## config.mk

```make
export PLATFORM = sky130hd
export DESIGN_NAME = bcu_branch_unit
export DESIGN_NICKNAME = d
export VERILOG_FILES = /design/src/rtl/bcu_pkg.sv /design/src/rtl/bcu_cmp_lane.sv /design/src/rtl/bcu_cond.sv /design/src/rtl/bcu_target.sv /design/src/rtl/bcu_ctrl.sv /design/src/rtl/bcu_branch_unit.sv
export SDC_FILE = /design/constraint.sdc
export NUM_CORES = 1
export LEC_CHECK = 0
export BUFFER_PORTS_ARGS = -buffer_cell sky130_fd_sc_hd__buf_4
export CAP_MARGIN = 10
export CORE_MARGIN = 2
export CORE_UTILIZATION = 25
export CTS_BUF_LIST = sky130_fd_sc_hd__clkbuf_8
export CTS_CLUSTER_SIZE = 40
export DETAILED_ROUTE_END_ITERATION = 8
export GPL_ROUTABILITY_DRIVEN = 0
export PLACE_DENSITY_LB_ADDON = 0.08
export SYNTH_ARGS = -nofsm -noshare
export SYNTH_HDL_FRONTEND = slang
export SYNTH_SLANG_ARGS = --single-unit
```

## constraint.sdc

```tcl
create_clock -name clk -period 4.7 [get_ports clk]
set_clock_uncertainty 0.05 [all_clocks]
set_input_delay 0.235 -clock clk [delete_from_list [all_inputs] [get_ports clk]]
set_output_delay 0.235 -clock clk [all_outputs]
set_load 0.05 [all_outputs]
```

## src/rtl/bcu_pkg.sv

```systemverilog
package bcu_pkg;

    typedef enum logic [3:0] {
        JC_ALWAYS = 4'h0,
        JC_EQ     = 4'h1,
        JC_UGT    = 4'h2,
        JC_UGE    = 4'h3,
        JC_TEST   = 4'h4,
        JC_NE     = 4'h5,
        JC_SGT    = 4'h6,
        JC_SGE    = 4'h7,
        JC_CALL   = 4'h8,
        JC_EXIT   = 4'h9,
        JC_ULT    = 4'ha,
        JC_ULE    = 4'hb,
        JC_SLT    = 4'hc,
        JC_SLE    = 4'hd
    } jcode_e;

    typedef enum logic [1:0] {
        ST_IDLE = 2'd0,
        ST_EVAL = 2'd1,
        ST_DONE = 2'd2
    } state_e;

    typedef struct packed {
        logic taken;
        logic uncond;
        logic call;
        logic quit;
        logic illegal;
    } verdict_t;

    localparam int LANES = 2;

endpackage

```

## src/rtl/bcu_cmp_lane.sv

```systemverilog
module bcu_cmp_lane #(
    parameter int W = 64
) (
    input  logic [W-1:0] a,
    input  logic [W-1:0] b,
    output logic         eq,
    output logic         ult,
    output logic         slt,
    output logic         tst
);
    always_comb begin
        eq  = (a == b);
        ult = (a < b);
        slt = ($signed(a) < $signed(b));
        tst = |(a & b);
    end
endmodule

```

## src/rtl/bcu_cond.sv

```systemverilog
module bcu_cond
    import bcu_pkg::*;
#(
    parameter int XLEN  = 64,
    parameter int IMM_W = 32
) (
    input  logic [3:0]       code,
    input  logic             src_reg,
    input  logic             narrow,
    input  logic [XLEN-1:0]  dst_val,
    input  logic [XLEN-1:0]  src_val,
    input  logic [IMM_W-1:0] imm,
    output verdict_t         verdict
);
    localparam int HALF = XLEN / 2;

    logic [XLEN-1:0]  imm_ext;
    logic [XLEN-1:0]  opnd_b;
    logic [LANES-1:0] lane_eq, lane_ult, lane_slt, lane_tst;
    logic             eq, ult, slt, tst;

    assign imm_ext = XLEN'($signed(imm));
    assign opnd_b  = src_reg ? src_val : imm_ext;

    // lane 0 is full width, lane 1 is the low half
    for (genvar g = 0; g < LANES; g++) begin : g_lane
        localparam int LW = (g == 0) ? XLEN : HALF;
        bcu_cmp_lane #(.W(LW)) u_lane (
            .a   (dst_val[LW-1:0]),
            .b   (opnd_b[LW-1:0]),
            .eq  (lane_eq[g]),
            .ult (lane_ult[g]),
            .slt (lane_slt[g]),
            .tst (lane_tst[g])
        );
    end

    always_comb begin
        eq  = narrow ? lane_eq[1]  : lane_eq[0];
        ult = narrow ? lane_ult[1] : lane_ult[0];
        slt = narrow ? lane_slt[1] : lane_slt[0];
        tst = narrow ? lane_tst[1] : lane_tst[0];
    end

    always_comb begin
        verdict = '0;
        case (jcode_e'(code))
            JC_ALWAYS: begin
                verdict.taken  = 1'b1;
                verdict.uncond = 1'b1;
            end
            JC_EQ:   verdict.taken = eq;
            JC_NE:   verdict.taken = ~eq;
            JC_TEST: verdict.taken = tst;
            JC_UGT:  verdict.taken = ~ult & ~eq;
            JC_UGE:  verdict.taken = ~ult;
            JC_ULT:  verdict.taken = ult;
            JC_ULE:  verdict.taken = ult | eq;
            JC_SGT:  verdict.taken = ~slt & ~eq;
            JC_SGE:  verdict.taken = ~slt;
            JC_SLT:  verdict.taken = slt;
            JC_SLE:  verdict.taken = slt | eq;
            JC_CALL: verdict.call  = 1'b1;
            JC_EXIT: begin
                if (narrow) verdict.illegal = 1'b1;
                else        verdict.quit    = 1'b1;
            end
            default: verdict.illegal = 1'b1;
        endcase
    end
endmodule

```

## src/rtl/bcu_target.sv

```systemverilog
module bcu_target #(
    parameter int PC_W  = 32,
    parameter int OFF_W = 16,
    parameter int IMM_W = 32
) (
    input  logic [PC_W-1:0]  pc,
    input  logic [OFF_W-1:0] offset,
    input  logic [IMM_W-1:0] imm,
    input  logic             use_imm,
    input  logic             taken,
    output logic [PC_W-1:0]  next_pc
);
    logic [PC_W-1:0] disp;
    logic [PC_W-1:0] seq_pc;

    always_comb begin
        disp    = use_imm ? PC_W'($signed(imm)) : PC_W'($signed(offset));
        seq_pc  = pc + PC_W'(1);
        next_pc = taken ? (seq_pc + disp) : seq_pc;
    end
endmodule

```

## src/rtl/bcu_ctrl.sv

```systemverilog
module bcu_ctrl
    import bcu_pkg::*;
(
    input  logic clk,
    input  logic rst_n,
    input  logic req_valid,
    output logic capture,
    output logic commit,
    output logic done
);
    state_e state, state_nx;

    always_ff @(posedge clk) begin
        if (!rst_n) state <= ST_IDLE;
        else        state <= state_nx;
    end

    always_comb begin
        state_nx = state;
        capture  = 1'b0;
        commit   = 1'b0;
        done     = 1'b0;
        unique case (state)
            ST_IDLE: begin
                if (req_valid) begin
                    capture  = 1'b1;
                    state_nx = ST_EVAL;
                end
            end
            ST_EVAL: begin
                commit   = 1'b1;
                state_nx = ST_DONE;
            end
            ST_DONE: begin
                done     = 1'b1;
                state_nx = ST_IDLE;
            end
            default: state_nx = ST_IDLE;
        endcase
    end
endmodule

```

## src/rtl/bcu_branch_unit.sv

```systemverilog
module bcu_branch_unit
    import bcu_pkg::*;
#(
    parameter int XLEN  = 64,
    parameter int PC_W  = 32,
    parameter int OFF_W = 16,
    parameter int IMM_W = 32
) (
    input  logic             clk,
    input  logic             rst_n,
    input  logic             req_valid,
    input  logic [3:0]       req_code,
    input  logic             req_src_reg,
    input  logic             req_narrow,
    input  logic [XLEN-1:0]  req_dst_val,
    input  logic [XLEN-1:0]  req_src_val,
    input  logic [OFF_W-1:0] req_offset,
    input  logic [IMM_W-1:0] req_imm,
    input  logic [PC_W-1:0]  req_pc,
    output logic             res_valid,
    output logic             res_taken,
    output logic [PC_W-1:0]  res_next_pc,
    output logic             res_call,
    output logic             res_exit,
    output logic             res_illegal
);
    logic             capture, commit, done;
    logic [3:0]       h_code;
    logic             h_src_reg, h_narrow;
    logic [XLEN-1:0]  h_dst, h_src;
    logic [OFF_W-1:0] h_off;
    logic [IMM_W-1:0] h_imm;
    logic [PC_W-1:0]  h_pc;
    verdict_t         verdict;
    logic [PC_W-1:0]  tgt_pc;

    bcu_ctrl u_ctrl (
        .clk       (clk),
        .rst_n     (rst_n),
        .req_valid (req_valid),
        .capture   (capture),
        .commit    (commit),
        .done      (done)
    );

    // hold the instruction while it is evaluated
    always_ff @(posedge clk) begin
        if (!rst_n) begin
            h_code    <= '0;
            h_src_reg <= 1'b0;
            h_narrow  <= 1'b0;
            h_dst     <= '0;
            h_src     <= '0;
            h_off     <= '0;
            h_imm     <= '0;
            h_pc      <= '0;
        end else if (capture) begin
            h_code    <= req_code;
            h_src_reg <= req_src_reg;
            h_narrow  <= req_narrow;
            h_dst     <= req_dst_val;
            h_src     <= req_src_val;
            h_off     <= req_offset;
            h_imm     <= req_imm;
            h_pc      <= req_pc;
        end
    end

    bcu_cond #(.XLEN(XLEN), .IMM_W(IMM_W)) u_cond (
        .code    (h_code),
        .src_reg (h_src_reg),
        .narrow  (h_narrow),
        .dst_val (h_dst),
        .src_val (h_src),
        .imm     (h_imm),
        .verdict (verdict)
    );

    bcu_target #(.PC_W(PC_W), .OFF_W(OFF_W), .IMM_W(IMM_W)) u_target (
        .pc      (h_pc),
        .offset  (h_off),
        .imm     (h_imm),
        .use_imm (verdict.uncond & h_narrow),
        .taken   (verdict.taken),
        .next_pc (tgt_pc)
    );

    // output registers, loaded on the commit transition
    always_ff @(posedge clk) begin
        if (!rst_n) begin
            res_taken   <= 1'b0;
            res_next_pc <= '0;
            res_call    <= 1'b0;
            res_exit    <= 1'b0;
            res_illegal <= 1'b0;
        end else if (commit) begin
            res_taken   <= verdict.taken;
            res_next_pc <= tgt_pc;
            res_call    <= verdict.call;
            res_exit    <= verdict.quit;
            res_illegal <= verdict.illegal;
        end
    end

    assign res_valid = done;
endmodule

```

**Word-level counts from Yosys, hierarchy flattened**

Cells that the tools add are included.
W data, S select, Z words.

- Flip-flop bits (word level): 252
- Bits in latches: 0
- RAM bits: 0
- Bits in read-only memories: 0
- Bits of input ports: 217
- Output and inout bits: 37
- Memories kept: 0

- Add/subtract/negate cells: 2
- Multiply operators: 0
- Divide/modulo/power cells: 0
- Order comparisons: 4
- Equality and inequality tests: 18
- Shift-type cells: 0
- Mux-type cells: 20
- Bitwise gates (word level): 10
- Reduce and logical (&&, ||, !) cells: 5

Operators by type and width:

| cell | count |
|---|---|
| $lt A64 B64 Y1 | 2 |
| $and A64 B64 Y64 | 1 |
| $eq A64 B64 Y1 | 1 |
| $lt A32 B32 Y1 | 2 |
| $mux W32 | 2 |
| $mux W64 | 1 |
| $reduce_or A64 Y1 | 1 |
| $add A32 B1 Y32 const B | 1 |
| $add A32 B32 Y32 | 1 |
| $and A32 B32 Y32 | 1 |
| $eq A32 B32 Y1 | 1 |
| $reduce_or A32 Y1 | 1 |
| $eq A4 B4 Y1 const B | 6 |
| $eq A4 B3 Y1 const B | 4 |
| $mux W1 | 13 |
| $reduce_or A13 Y1 | 1 |
| $pmux W1 S12 | 1 |
| $eq A4 B2 Y1 const B | 2 |
| $eq A4 B1 Y1 const B | 1 |
| $logic_not A4 Y1 | 1 |
| $pmux W2 S2 | 1 |
| $and A1 B1 Y1 | 3 |
| $not A1 Y1 | 3 |
| $eq A2 B1 Y1 const B | 1 |
| 6 further kinds | 7 |

**Logic depth before layout (Yosys ltp)**

Gate-level depths: netlist of run 1.

- Depth in word-level cells: 7
- Gate-level depth with buffers: 18
- Mapped depth without buffers: 16

**Hierarchy**

Synthesis of run 1 repeated with hierarchy kept, for this count alone.

- Cell total of the unflattened synthesis: 1881
- Area, all modules: 17294.1 um^2

Modules (own cells, without submodules):

| module | instances | cells each | area each (um^2) | sequential area each (um^2) |
|---|---|---|---|---|
| bcu_branch_unit | 1 | 807 | 9514.1 | 5004.8 |
| bcu_target | 1 | 438 | 2813.9 | 0.0 |
| bcu_cmp_lane (u_cond.g_lane[0].u_lane) | 1 | 322 | 2626.3 | 0.0 |
| bcu_cmp_lane (u_cond.g_lane[1].u_lane) | 1 | 163 | 1335.0 | 0.0 |
| bcu_cond | 1 | 144 | 917.1 | 0.0 |
| bcu_ctrl | 1 | 7 | 87.6 | 40.0 |

**Worst setup path before layout of run 1**

No wires, ideal clock.

- Path kind: reg-to-reg
- Start point: register h_narrow
- End point: register res_next_pc[26]
- Data arrival time: 4127 ps
- Required time: 4518 ps
- Slack: 391 ps
- Stages on the path, launching flop included: 18
- Buffers on the path: 2
- Clock period less this slack: 4309 ps
- Cells stage by stage: dfxtp_1 clkbuf_1 nand2_1 nor3_1 clkbuf_1 mux2_2 ha_1 fa_1 a21o_1 a211oi_1 a2111oi_0 nor2_1 o211ai_1 a21oi_1 o21bai_1 xor2_1 mux2i_1 a21oi_1

- Word-level cells in the longest chain between the ends: 5
- Elaborated cells between the ends (all ways): 16

RTL lines:

| what | line | text |
|---|---|---|
| from (decl) | bcu_branch_unit.sv:29 | `logic h_src_reg, h_narrow;` |
| from (signal assigned) | bcu_branch_unit.sv:60 | `h_narrow <= req_narrow;` |
| branches (longest 4 deep; another with $add A32 B32 Y32) | -- |  |
| $mux W32 * | bcu_target.sv:19 | `next_pc = taken ? (seq_pc + disp) : seq_pc;` |
| to (signal assigned) | bcu_branch_unit.sv:98 | `res_next_pc <= tgt_pc;` |
| to (decl) | bcu_branch_unit.sv:22 | `output logic [PC_W-1:0] res_next_pc,` |

Mark *: on every way between the ends.
A chain may end at the register's enable or synchronous reset.

**Final worst setup path of run 1**

- Start point: register h_pc[11]
- End point: register res_next_pc[31]

- Word-level cells in the longest chain between the ends: 3

RTL lines:

| what | line | text |
|---|---|---|
| from (decl) | bcu_branch_unit.sv:33 | `logic [PC_W-1:0] h_pc;` |
| from (signal assigned) | bcu_branch_unit.sv:65 | `h_pc <= req_pc;` |
| $add A32 B1 Y32 * | bcu_target.sv:18 | `seq_pc = pc + PC_W'(1);` |
| $add A32 B32 Y32 | bcu_target.sv:19 |  |
| $mux W32 * | bcu_target.sv:19 |  |

Mark *: on every way between the ends. The rest lies on a longest branch, timed or not.

==> flow_summary.json, run 1 <==
{
  "cp.arrival_ns": 4.88,
  "die_h_um": 245.9,
  "synthAdderAreaFrac_pct": 13.82,
  "numCtsBuffers": 51,
  "switching_share_pct": 32.05,
  "synth_area_um2": 14630,
  "min_path_type": "in -> reg",
  "power_leakage_nw": 9.536,
  "fillerInstances": 6118,
  "overflow": 0,
  "fmax_mhz": 229.6,
  "yosys.area_share.simple_pct": 18.98,
  "synth_ff_type": "dfxtp_1",
  "synth_cell_types": 69,
  "drt_iter0_drc": 591,
  "p_total_mw": 6.151,
  "grt_usage_pct": 17.16,
  "ys_warn_count": 0,
  "wl_per_cell_um": 16.96,
  "synth_top_family_by_area": "simple AND/OR/NAND/NOR gates",
  "synth_compound_area_share_pct": 18.69,
  "max_slew_margin_pct": 34.32,
  "slowest_delay_ns": 0.62,
  "ys_seq_area_share_pct": 34.48,
  "synth_top_area_cell": "dfxtp_1",
  "p_per_area_nw_per_um2": 299.7,
  "start_util_pct": 25.31,
  "first_pass_iters": 5,
  "cp_num_buf_inv": 0,
  "dieArea_um2": 60480,
  "cts-root-buf": "clkbuf_8",
  "yosysMostFrequentCell": "nand2_1",
  "cts_setup_buffers": 0,
  "rows": 88,
  "grt_pass1_wl_um": 80500,
  "synth_edf_count": 0,
  "synth-xor-area-share_pct": 3.472,
  "core_area_um2": 57810,
  "synthesis.nets": 2243,
  "cts.sinks": 252,
  "switchingPower_mw": 1.972,
  "syn_area_per_cell_um2": 7.845,
  "netlist.area_leader.share_pct": 34.48,
  "clock_latency_ns": 0.64,
  "worst_pin_slew_ns": 0.9851,
  "finalHoldViolations": 0,
  "syn2layout_area_growth_pct": 40.27,
  "setup_viol": 0,
  "grt_pass1_vias": 14250,
  "cp-end-kind": "register",
  "yosys-top-cells-area": "dfxtp_1 34%, ha_1 14%, nand2_1 12%, a21oi_1 11%, mux2i_1 4.0%",
  "maxCapViolations": 0,
  "rsz0062_at_grt": "false",
  "cp_max_fo": 7,
  "die_x_um": 245.9,
  "path_cells": "and3_1 > nand3_1 > or4b_1 > xnor2_1 > ha_1 > nand4_1 > or2_2 > nor4_4 > o211ai_1 > a31oi_2 > xnor2_1 > a31oi_1 > a311o_1 > a21oi_1",
  "drc": 0,
  "ant_nets": 0,
  "fin_area_um2": 20520,
  "critPathLaunchType": "register",
  "dr_total_vias": 14210,
  "largest_reg_flops": 65,
  "grt_max_degree": 120,
  "final_max_slew_viol_count": 0,
  "drt-vias-per-instance": 4.580,
  "grt_antenna_before_repair": 0,
  "nNetsFinal": 2679,
  "pin_count": 254,
  "combPwrFrac_pct": 23.0,
  "status": "finished, final reports clean",
  "cpLargestDelayFamily": "simple AND/OR/NAND/NOR gates",
  "clk_pin_slew_worst_paths_ns": 0.06,
  "htree_levels": 2,
  "drive_gt1_share_pct": 17.12,
  "hold_slack_ns": 0.2226,
  "synthCells": 1865,
  "portBuffers": 253,
  "seqPwrFrac_pct": 39.1,
  "cts_tree": "yes",
  "synth-async-reset-ratio_pct": 0,
  "setup-tns-final_ns": 0,
  "pwr-share-clk_pct": 37.9,
  "crit_slowest_cell": "or4b_1",
  "ys_ff_latch": 252,
  "hpwlAfterDp_um": 37730,
  "pre_cts_slack_ns": -0.06958,
  "synthTopCellsByCount": "473 x nand2_1, 335 x a21oi_1, 252 x dfxtp_1",
  "synthMuxAreaShare_pct": 5.276,
  "n_antenna_cell": 0,
  "fin_crit_ns": 4.355,
  "fin_crit_sh_pct": 92.67,
  "dpl_cell_area_um2": 17320,
  "crit_required_ns": 5.22,
  "intPower_mw": 4.179,
  "ir_drop_uv": 162.5,
  "crit_top_cell": "xnor2_1",
  "cts.path.max_buffers": 3,
  "drt_wl_total_um": 52620,
  "crit_type": "reg -> reg",
  "layout_setup_ws_ns": 0.3446
}
[metrics by stage]
stage          utilization (%)  std cells
2_1_floorplan                -       1865
3_3_place_gp             29.96       2798
3_5_place_dp             29.96       2798
4_1_cts                  35.47       3102
5_1_grt                  35.50       3102
6_report                 35.50       3102
[area by class of cell]
type	count	area (um^2)	area share [%]
Multi-Input combinational cell	1420	8871	43.22
Sequential cell	252	5049	24.60
Timing Repair Buffer	491	4299	20.95
Tap cell	765	957.2	4.664
Clock buffer	64	880.8	4.292
Inverter	85	324.1	1.579
Clock inverter	25	142.6	0.6950
[cell usage in the layout (no fill, tap or decap), drive strengths merged, types with 15 or more instances in the layout]
master       Yosys  routed
mux2            17      17
xor2            18      18
nor3            15      15
nand2          473     473
a21o            32      32
mux2i           58      58
nand3           24      24
dlygate4sd3      0     215
xnor2           40      40
dfxtp          252     252
nand4           33      33
clkbuf          97      64
ha             160     160
nor2            34      34
buf             11     276
inv             84      97
a21oi          336     336
nor4            22      22
o21ai           57      57
[worst paths after layout]
kind,startpoint,to,slack [ns],cells past startpoint
hold / removal,req_valid,h_pc[19]$_SDFFE_PN0P_,0.22,4
hold reg to reg,h_off[10]$_SDFFE_PN0P_,h_off[10]$_SDFFE_PN0P_,0.40,2
setup reg to reg,h_pc[11]$_SDFFE_PN0P_,res_next_pc[31]$_SDFFE_PN0N_,0.34,14
setup / recovery,h_pc[11]$_SDFFE_PN0P_,res_next_pc[31]$_SDFFE_PN0N_,0.34,14
[worst reg2reg max path: stages, from the launching register on]
cell and delay (ns):
dfxtp_1 0.44, and3_1 0.27, nand3_1 0.10, or4b_1 0.62, xnor2_1 0.22, ha_1 0.44
nand4_1 0.17, or2_2 0.36, nor4_4 0.39, o211ai_1 0.19, a31oi_2 0.27, xnor2_1 0.21
a31oi_1 0.12, a311o_1 0.34, a21oi_1 0.11
[routing by layer]
metal	GRT usage (%)	wire length (um)
met1	22.54	24640
met2	28.80	24820
met3	2.554	2001
met4	5.312	1166
met5	0	0
[power by group through the flow]
stage | clock network, mW | logic (mW) | registers (mW)
after floorplan | 0 | 0.783 | 2.47
after global placement | 0 | 1.28 | 2.45
after detailed placement | 0 | 1.29 | 2.45
after CTS | 2.44 | 1.44 | 2.41
after global routing | 2.53 | 1.57 | 2.42
final | 2.33 | 1.42 | 2.40
[cell families after synthesis]
family | Yosys count
xor gates and xnor gates | 58
adders and majority gates | 161
DFF | 252
AOI/OAI and AO/OA | 487
and+or+nand+nor | 639
muxes | 75
buffers and inverters | 193
[timing repair]
action,in CTS,in global routing
hold buffers,215,0
pin swaps,0,0
gates cloned,0,0
setup endpoints to repair,1,6
resized for setup,1,5
hold endpoints to repair,244,0
Power figures use the tool's default switching activity.
==> inputs of run 2 (changes only) <==
==> constraint.sdc (replaced) <==
create_clock -name clk -period 4 [get_ports clk]
set_clock_uncertainty 0.05 [all_clocks]
set_input_delay 0.2 -clock clk [delete_from_list [all_inputs] [get_ports clk]]
set_output_delay 0.2 -clock clk [all_outputs]
set_load 0.05 [all_outputs]
==> run 2 against run 1 <==
Core utilization up 4.1 points. Setup slack worse by 0.28 ns. Global-route usage grew 0.47 points. Critical endpoint is now res_next_pc[11]$_SDFFE_PN0N_. Largest power group unchanged.
==> flow_summary.json, run 2 (synthesis results as in run 1) <==
{
  "status": "finished, final reports clean",
  "layout_common_cells": "470 x nand2_1, 399 x buf_4, 320 x a21oi_1, 243 x dfxtp_1, 215 x dlygate4sd3_1",
  "min_path_type": "in -> reg",
  "grt_usage_pct": 17.63,
  "hpwlAfterDp_um": 39190,
  "die_h_um": 245.9,
  "max_slew_margin_pct": 39.98,
  "setup-tns-final_ns": 0,
  "fmax_mhz": 253.9,
  "worst_pin_slew_ns": 0.8983,
  "setup_viol": 0,
  "fillerInstances": 5922,
  "clock_latency_ns": 0.62,
  "slowest_delay_ns": 0.58,
  "grt_pass1_vias": 15180,
  "cp.arrival_ns": 4.36,
  "seqPwrFrac_pct": 36.4,
  "pin_count": 254,
  "final_max_slew_viol_count": 0,
  "grt_max_degree": 92,
  "ant_nets": 0,
  "path_cells": "buf_12 > buf_16 > buf_6 > mux2i_2 > ha_1 > nand4_4 > or4_4 > nor3_4 > mux2_4 > o32a_4 > o311a_4 > a21bo_4 > buf_12 > mux2i_2 > a21oi_1",
  "syn2layout_area_growth_pct": 56.40,
  "finalHoldViolations": 0,
  "intPower_mw": 5.307,
  "pwr-share-clk_pct": 36.3,
  "cts-root-buf": "clkbuf_8",
  "core_area_um2": 57810,
  "dr_total_vias": 14750,
  "htree_levels": 2,
  "drt_iter0_drc": 520,
  "multi_input_area_um2": 9754,
  "largest_reg_flops": 65,
  "p_total_mw": 7.747,
  "rows": 88,
  "p_per_area_nw_per_um2": 338.5,
  "ir_drop_uv": 178.7,
  "crit_type": "reg -> reg",
  "grt_pass1_wl_um": 83100,
  "dp_cells": 2912,
  "critPathLaunchType": "register",
  "cts_tree": "yes",
  "cts.path.max_buffers": 3,
  "final-instance-count-excl-fill": 3252,
  "n_antenna_cell": 0,
  "numCtsBuffers": 49,
  "drc": 0,
  "wl_per_cell_um": 17.14,
  "portBuffers": 253,
  "seq_area_um2": 5059,
  "switching_share_pct": 31.50,
  "switchingPower_mw": 2.440,
  "worstSetupStartpoint": "h_src_reg$_SDFFE_PN0P_",
  "fin_crit_ns": 3.939,
  "worstReg2RegStart": "h_src_reg$_SDFFE_PN0P_",
  "nNetsFinal": 2827,
  "start_util_pct": 25.31,
  "overflow": 0,
  "drt-vias-per-instance": 4.537,
  "drive_gt1_share_pct": 26.98,
  "hold_path.startpoint": "req_valid",
  "fin_crit_sh_pct": 98.46,
  "cp_max_fo": 5,
  "first_pass_iters": 5,
  "drt_wl_total_um": 55730,
  "combPwrFrac_pct": 27.3,
  "final_common_cell": "nand2_1",
  "maxCapViolations": 0,
  "die_x_um": 245.9,
  "crit_slowest_cell": "or4_4",
  "cts.sinks": 252,
  "dieArea_um2": 60480,
  "clk_pin_slew_worst_paths_ns": 0.06,
  "crit_required_ns": 4.42,
  "cp-end-kind": "register",
  "rsz0062_at_grt": "true",
  "power_leakage_nw": 10.53,
  "grt_antenna_before_repair": 0
}
## run 2: cell count changes in the layout (fill, tap and decap cells not counted), moves of 10 or more
cell and delta:
a21oi_1 -15, a21oi_2 +15, buf_4 +129, ha_1 -16
ha_4 +16, mux2i_1 -26, mux2i_2 +16, mux2i_4 +10
o21ai_0 -10
## run 2: final timing paths
check	end	slack [ns]	depth (start not counted)
max	res_next_pc[11]$_SDFFE_PN0N_	0.06	15
min	h_imm[13]$_SDFFE_PN0P_	0.19	4
max reg2reg	res_next_pc[11]$_SDFFE_PN0N_	0.06	15
min reg2reg	h_src[20]$_SDFFE_PN0P_	0.40	2
## run 2: worst max-delay path, delay by kind of cell (launching register included)
kind,cells,cell delay (ns)
simple gates,3,0.97
mux,3,0.70
compound gates,4,0.72
buf+inv,4,0.59
fa+ha+maj,1,0.36
flops,1,0.38
## run 2: power groups by stage
stage	clock network (mW)	registers, mW	logic [mW]
global placement	0	2.86	1.65
finish	2.81	2.82	2.11
global route	3.05	2.84	2.31
floorplan	0	2.90	0.920
detailed placement	0	2.87	1.66
CTS	2.94	2.81	1.90
## run 2: repair_timing
item	in CTS	in global routing
hold buffers	215	0
hold endpoints to repair	244	0
resized for setup	33	152
cloned	3	8
endpoints found under the setup margin	32	31
buffers inserted	3	23
pin swaps	12	76
## run 2: layout make-up
cell class / instances / share of cell area (%)
Timing Repair Buffer: 641 / 24.96
Sequential cell: 252 / 22.11
Multi-Input combinational cell: 1420 / 42.62
Inverter: 85 / 1.416
Tap cell: 765 / 4.183
Clock inverter: 19 / 0.4975
Clock buffer: 70 / 4.210
## run 2: per-layer routing
layer  vias to the layer above  part of all wire [%]  GRT usage (%)
li1                       7557                     -              -
met1                      6850                    45          22.41
met2                       257                    48          30.17
met3                        89                   3.6          2.728
met4                         0                   3.2          6.043
met5                         -                     0              0
## run 2: metrics by stage
stage	hold WS [ns]	instance area (um^2)	utilization, %	setup slack, ns
3_3_place_gp	0.3912	18230	31.53	-0.3582
4_1_cts	0.1477	21710	37.55	-0.09335
5_1_grt	0.2056	22880	39.59	-0.06606
3_5_place_dp	0.3963	18230	31.53	-0.3338
2_1_floorplan	0.2860	14640	-	0.007200
6_report	0.1858	22880	39.59	0.06147
